### src/rtl/bcn_tsf_pkg.sv
package bcn_tsf_pkg;

    localparam int TSF_W  = 64;
    localparam int HALF_W = TSF_W / 2;

    typedef enum logic [1:0] {
        TMR_BEACON    = 2'd0,
        TMR_DMA_ALERT = 2'd1,
        TMR_SW_ALERT  = 2'd2,
        TMR_WIN_END   = 2'd3
    } tmr_id_e;

    typedef struct packed {
        logic              lo;
        logic              hi;
        logic [HALF_W-1:0] data;
    } tsf_wr_t;

    // timers counted in eighths of a TU
    function automatic bit in_eighths(input int idx);
        return (idx == int'(TMR_DMA_ALERT)) || (idx == int'(TMR_SW_ALERT));
    endfunction

endpackage

### src/rtl/bcn_tsf_counter.sv
module bcn_tsf_counter
    import bcn_tsf_pkg::*;
(
    input  logic             clk,
    input  logic             rst,
    input  logic             us_tick,
    input  tsf_wr_t          wr,
    input  logic             rst_tgl,
    output logic [TSF_W-1:0] tsf_q,
    output logic             rst_pend_q
);

    logic [HALF_W-1:0] shadow_q;
    logic              consume;

    // a tick absorbs a pending reset unless a high-half write takes the cycle
    assign consume = us_tick && rst_pend_q && !wr.hi;

    always_ff @(posedge clk) begin
        if (rst) begin
            tsf_q      <= '0;
            shadow_q   <= '0;
            rst_pend_q <= 1'b0;
        end else begin
            if (wr.lo) begin
                shadow_q <= wr.data;
            end
            if (wr.hi) begin
                tsf_q <= {wr.data, shadow_q};
            end else if (us_tick) begin
                tsf_q <= rst_pend_q ? '0 : tsf_q + TSF_W'(1);
            end
            rst_pend_q <= consume ? rst_tgl : (rst_pend_q ^ rst_tgl);
        end
    end

endmodule

### src/rtl/bcn_evt_timer.sv
module bcn_evt_timer
    import bcn_tsf_pkg::*;
#(
    parameter int TMR_W    = 16,
    parameter int UNIT_LSB = 10,
    parameter int STEP_SH  = 0
) (
    input  logic             clk,
    input  logic             rst,
    input  logic [TSF_W-1:0] tsf,
    input  logic             en,
    input  logic [TMR_W-1:0] period,
    input  logic             wr,
    input  logic [TMR_W-1:0] wdata,
    output logic [TMR_W-1:0] value_q,
    output logic             evt_q
);

    logic [TMR_W-1:0] unit_now;
    logic [TMR_W-1:0] step;
    logic             hit;

    assign unit_now = tsf[UNIT_LSB +: TMR_W];
    assign step     = period << STEP_SH;
    assign hit      = en && (unit_now == value_q);

    always_ff @(posedge clk) begin
        if (rst) begin
            value_q <= '0;
            evt_q   <= 1'b0;
        end else begin
            evt_q <= hit;
            if (wr) begin
                value_q <= wdata;
            end else if (hit) begin
                value_q <= value_q + step;
            end
        end
    end

endmodule

### src/rtl/bcn_tsf_unit.sv
module bcn_tsf_unit
    import bcn_tsf_pkg::*;
#(
    parameter int TMR_W   = 16,
    parameter int N_TMR   = 4,
    parameter int TU_LSB  = 10,
    parameter int ETU_LSB = 7
) (
    input  logic                      clk,
    input  logic                      rst,
    input  logic                      us_tick,
    input  logic                      tsf_lo_wr,
    input  logic                      tsf_hi_wr,
    input  logic [31:0]               tsf_wdata,
    input  logic                      tsf_rst_tgl,
    input  logic                      tmr_wr,
    input  logic [1:0]                tmr_sel,
    input  logic [15:0]               tmr_wdata,
    input  logic                      cfg_wr,
    input  logic [15:0]               cfg_period,
    input  logic                      cfg_enable,
    output logic [63:0]               tsf_now,
    output logic [N_TMR*TMR_W-1:0]    tmr_value,
    output logic [N_TMR-1:0]          evt_pulse
);

    localparam int SCALE_SH = TU_LSB - ETU_LSB;
    localparam int SEL_W    = $clog2(N_TMR);

    tsf_wr_t          tsf_req;
    logic             rst_pend;
    logic [TMR_W-1:0] period_q;
    logic             bcn_en_q;

    assign tsf_req = '{lo: tsf_lo_wr, hi: tsf_hi_wr, data: tsf_wdata};

    always_ff @(posedge clk) begin
        if (rst) begin
            period_q <= '0;
            bcn_en_q <= 1'b0;
        end else if (cfg_wr) begin
            period_q <= cfg_period;
            bcn_en_q <= cfg_enable;
        end
    end

    bcn_tsf_counter u_tsf (
        .clk       (clk),
        .rst       (rst),
        .us_tick   (us_tick),
        .wr        (tsf_req),
        .rst_tgl   (tsf_rst_tgl),
        .tsf_q     (tsf_now),
        .rst_pend_q(rst_pend)
    );

    for (genvar gi = 0; gi < N_TMR; gi++) begin : g_tmr
        localparam bit EIGHTH = in_eighths(gi);
        logic sel_hit;
        assign sel_hit = tmr_wr && (tmr_sel[SEL_W-1:0] == SEL_W'(gi));

        bcn_evt_timer #(
            .TMR_W   (TMR_W),
            .UNIT_LSB(EIGHTH ? ETU_LSB : TU_LSB),
            .STEP_SH (EIGHTH ? SCALE_SH : 0)
        ) u_tmr (
            .clk    (clk),
            .rst    (rst),
            .tsf    (tsf_now),
            .en     (bcn_en_q),
            .period (period_q),
            .wr     (sel_hit),
            .wdata  (tmr_wdata),
            .value_q(tmr_value[gi*TMR_W +: TMR_W]),
            .evt_q  (evt_pulse[gi])
        );
    end

endmodule

### config.mk
export PLATFORM = sky130hd
export DESIGN_NAME = bcn_tsf_unit
export DESIGN_NICKNAME = d
export VERILOG_FILES = /design/src/rtl/bcn_tsf_pkg.sv /design/src/rtl/bcn_tsf_counter.sv /design/src/rtl/bcn_evt_timer.sv /design/src/rtl/bcn_tsf_unit.sv
export SDC_FILE = /design/constraint.sdc
export NUM_CORES = 1
export LEC_CHECK = 0
export BUFFER_PORTS_ARGS = -buffer_cell sky130_fd_sc_hd__buf_2
export CORE_ASPECT_RATIO = 1.2
export CORE_MARGIN = 5
export CORE_UTILIZATION = 40
export DETAILED_ROUTE_END_ITERATION = 6
export PLACE_DENSITY = 0.74
export SYNTH_ARGS = -nofsm -noshare
export SYNTH_HDL_FRONTEND = slang
export SYNTH_HIERARCHICAL = 1
export SYNTH_SLANG_ARGS = --single-unit
export TNS_END_PERCENT = 10
### constraint.sdc
create_clock -name clk -period 2.4 [get_ports clk]
set_input_delay 0.12 -clock clk [delete_from_list [all_inputs] [get_ports clk]]
set_output_delay 0.12 -clock clk [all_outputs]
set_load 0.005 [all_outputs]
==> run summary <==
Min-delay worst type - in -> reg
Hold depth - 3
Final setup vio count - 1
Tot GR Track Use - 0.260
Core Area - 30500 µm²
Yosys top cell area share - 0.295
Largest stage delay on the critical path - 0.40 ns
CTS Buf Count - 17
Max IR drop VDD - 0.000445 V
Leading cell type in the layout, fill and taps excluded - buf_2
Post-route DRC - 0
Slew Viols, Final - 0
Clock Skew - 0.0126 ns
Syn Nets - 1604
Synth area leaders - dfxtp_1, mux2i_1, ha_1
Max Freq - 403 MHz
Fill cell count - 2796
Initial drt markers - 1796
DR vias - 13493
Arr. time, crit path - 2.82 ns
Fin crit period - 2.48 ns
Netlist cell types - 83
Design Area, Final - 16000 µm²
Status - finished with violations
Number of global-route vias before repair - 12387
R2R setup slack - -0.08 ns
Leak pwr - 0.00726 µW
Worst skew pair latency - 0.44 ns
Crit Path Category - reg -> reg
Slew headroom - 0.260
EDFF count, synth - 0
Layout cell share with drive strength beyond 1 - 0.259
CP Buf/Inv Count - 1
# diodes - 0
Top cell type by total area after synthesis - dfxtp_1
Nets - 1952
Yosys reg bits - 182
Synth Warn # - 6
Most frequent cells in the layout - buf_2, nor2_1, dfxtp_1, buf_4, nand2_1
Initial antenna violation count - 0
Async S/R FF share, synth - 0
Max Root-Sink Buffers - 2
Final period util - 1.03
Die area - 34500 µm²
Delay-heaviest family, CP - compound AO/OA/AOI/OAI gates
Largest net degree at the start of global routing - 80
Netlist Area Pre-Place - 12300 µm²
Slew @ Worst Pin - 1.11 ns
Mapped Cells - 1470
Drt wl/cell - 21.4 µm
Worst Setup End Kind - flop
ANT nets after route - 0
Worst Reg-to-Reg Cells - 9
Total power - 8200 µW
Max-Cap Viols - 0
CP cell instances - ha_4 > nand2_4 > or3b_4 > a41o_1 > o31ai_2 > buf_4 > a31oi_4 > xnor2_2 > o41ai_2
Worst setup SP type - flop
Global-route wire length before repair - 70.5 mm
Primary FF master, synth - dfxtp_1
Unrepaired setup endpoints after global routing - true
Die width - 170 µm
H-Tree Depth - 4
PnR worst setup slack - -0.0835 ns
Max FO, Critical Path - 3
Synth Area per Inst - 8.39 µm²
Die height - 202 µm
Initial Utilization - 0.405
Clk sinks - 182
Hold Path Sink - g_tmr[0].u_tmr/value_q[4]$_SDFFE_PP0P_
Final Hold Viols - 0
Total gr overflow - 0
Post-synthesis sequential area ratio - 0.295
Worst R2R End - g_tmr[3].u_tmr/value_q[15]$_SDFFE_PP0P_
Syn-to-layout area delta - 29.9%
Ports - 207
Power per standard cell area - 512 nW/µm²
Rows - 70
Port Buffers - 206
Vias/cell - 6.06
TritonCTS clock tree - done
Placer Congestion - 0.979
WP data required - 2.73 ns
Failing checks - negative setup slack
Reg-to-Reg Start - period_q[3]$_SDFFE_PP0P_
TritonRoute pass-1 iters - 7
Worst-path clk slew - 0.07 ns
Hpwl dp - 35.0 mm
Final WL - 47.7 mm
Root buffer cell - clkbuf_16
Placed cell area - 14600 µm²
Hold_sp - tmr_wdata[4]
Slowest cell on crit path - or3b_4
final cells by class:
cell class	instances	area [µm²]	share of cell area
Sequential cell	182	3670	0.229
Clock inverter	12	166	0.0104
Inverter	24	90.1	0.00562
Multi-Input combinational cell	1194	8460	0.528
Tap cell	396	495	0.0309
Timing Repair Buffer	399	2700	0.169
Clock buffer	18	429	0.0268
worst max-delay path by stage:
stage	start	to	slack [ns]	cells after the start
after floorplan	period_q[1]$_SDFFE_PP0P_	g_tmr[0].u_tmr/value_q[13]$_SDFFE_PP0P_	0.09	8
after global placement	period_q[0]$_SDFFE_PP0P_	g_tmr[3].u_tmr/value_q[15]$_SDFFE_PP0P_	-0.02	9
after detailed placement	period_q[0]$_SDFFE_PP0P_	g_tmr[3].u_tmr/value_q[15]$_SDFFE_PP0P_	-0.04	9
after CTS	u_tsf/tsf_q[23]$_SDFFE_PP0P_	g_tmr[0].u_tmr/value_q[10]$_SDFFE_PP0P_	0.0009	8
after global routing	period_q[3]$_SDFFE_PP0P_	g_tmr[3].u_tmr/value_q[15]$_SDFFE_PP0P_	-0.11	9
final	period_q[3]$_SDFFE_PP0P_	g_tmr[3].u_tmr/value_q[15]$_SDFFE_PP0P_	-0.08	9
metal layers:
layer / part of all wire / track usage
met1: 0.40 / 0.341
met2: 0.45 / 0.414
met3: 0.11 / 0.0477
met4: 0.049 / 0.114
met5: 0 / 0
worst register-to-register path: stages, from the launching register on:
cell and delay (ns):
dfxtp_4 0.37, ha_4 0.28, nand2_4 0.05, or3b_4 0.40, a41o_1 0.28, o31ai_2 0.26, buf_4 0.18, a31oi_4 0.09
xnor2_2 0.15, o41ai_2 0.30
synthesized netlist by cell type, types with 33 or more instances:
cell type / n
nor2_1: 175
xor2_1: 53
a21oi_1: 98
nand2_1: 107
ha_1: 55
mux2i_1: 86
clkbuf_1: 45
nand3_1: 71
dfxtp_1: 182
xnor2_1: 77
nor3b_1: 33
o21ai_0: 43
power by group:
group          internal [µW]  total (µW)  switching [µW]
clock                   1650        2990            1340
sequential              3190        3430             239
combinational            801        1770             972
total                   5650        8200            2550
sequential cells by signal (all words and copies together) (netlist names):
name / cells
u_tsf/tsf_q: 64
u_tsf/shadow_q: 32
g_tmr.u_tmr/value_q: 64
bcn_en_q: 1
g_tmr.u_tmr/evt_q: 4
period_q: 16
u_tsf/rst_pend_q: 1
through the flow:
step                      instances  hold slack [ns]  setup WS (ns)   util  setup TNS (ns)
final                          2225           0.0174        -0.0835  0.526         -0.0835
after detailed placement       2134            0.363        -0.0442  0.480         -0.0593
after floorplan                1470            0.238         0.0916      -               0
after global placement         2134            0.355        -0.0174  0.480         -0.0174
after global routing           2225           0.0138         -0.109  0.526          -0.347
after CTS                      2217          0.00145       0.000870  0.517               0
timing repair:
item,CTS,global route
pin swaps,0,14
gates cloned,0,2
hold buffers,53,0
endpoints found under the setup margin,6,40
gates resized for setup,4,55
endpoints found under the hold margin,67,0
buffers inserted,0,6
cell families (layout without fill, tap and decap cells):
group | count (synthesis) | count (layout) | synth area share
DFF | 182 | 182 | 0.295
AOI/OAI and AO/OA | 332 | 332 | 0.185
buffers and inverters | 96 | 453 | 0.0358
adders and majority gates | 59 | 59 | 0.0623
xor gates and xnor gates | 130 | 130 | 0.0923
muxes | 93 | 93 | 0.0762
and+or+nand+nor | 578 | 580 | 0.254
Note: power is estimated with default switching activity, not from simulation.
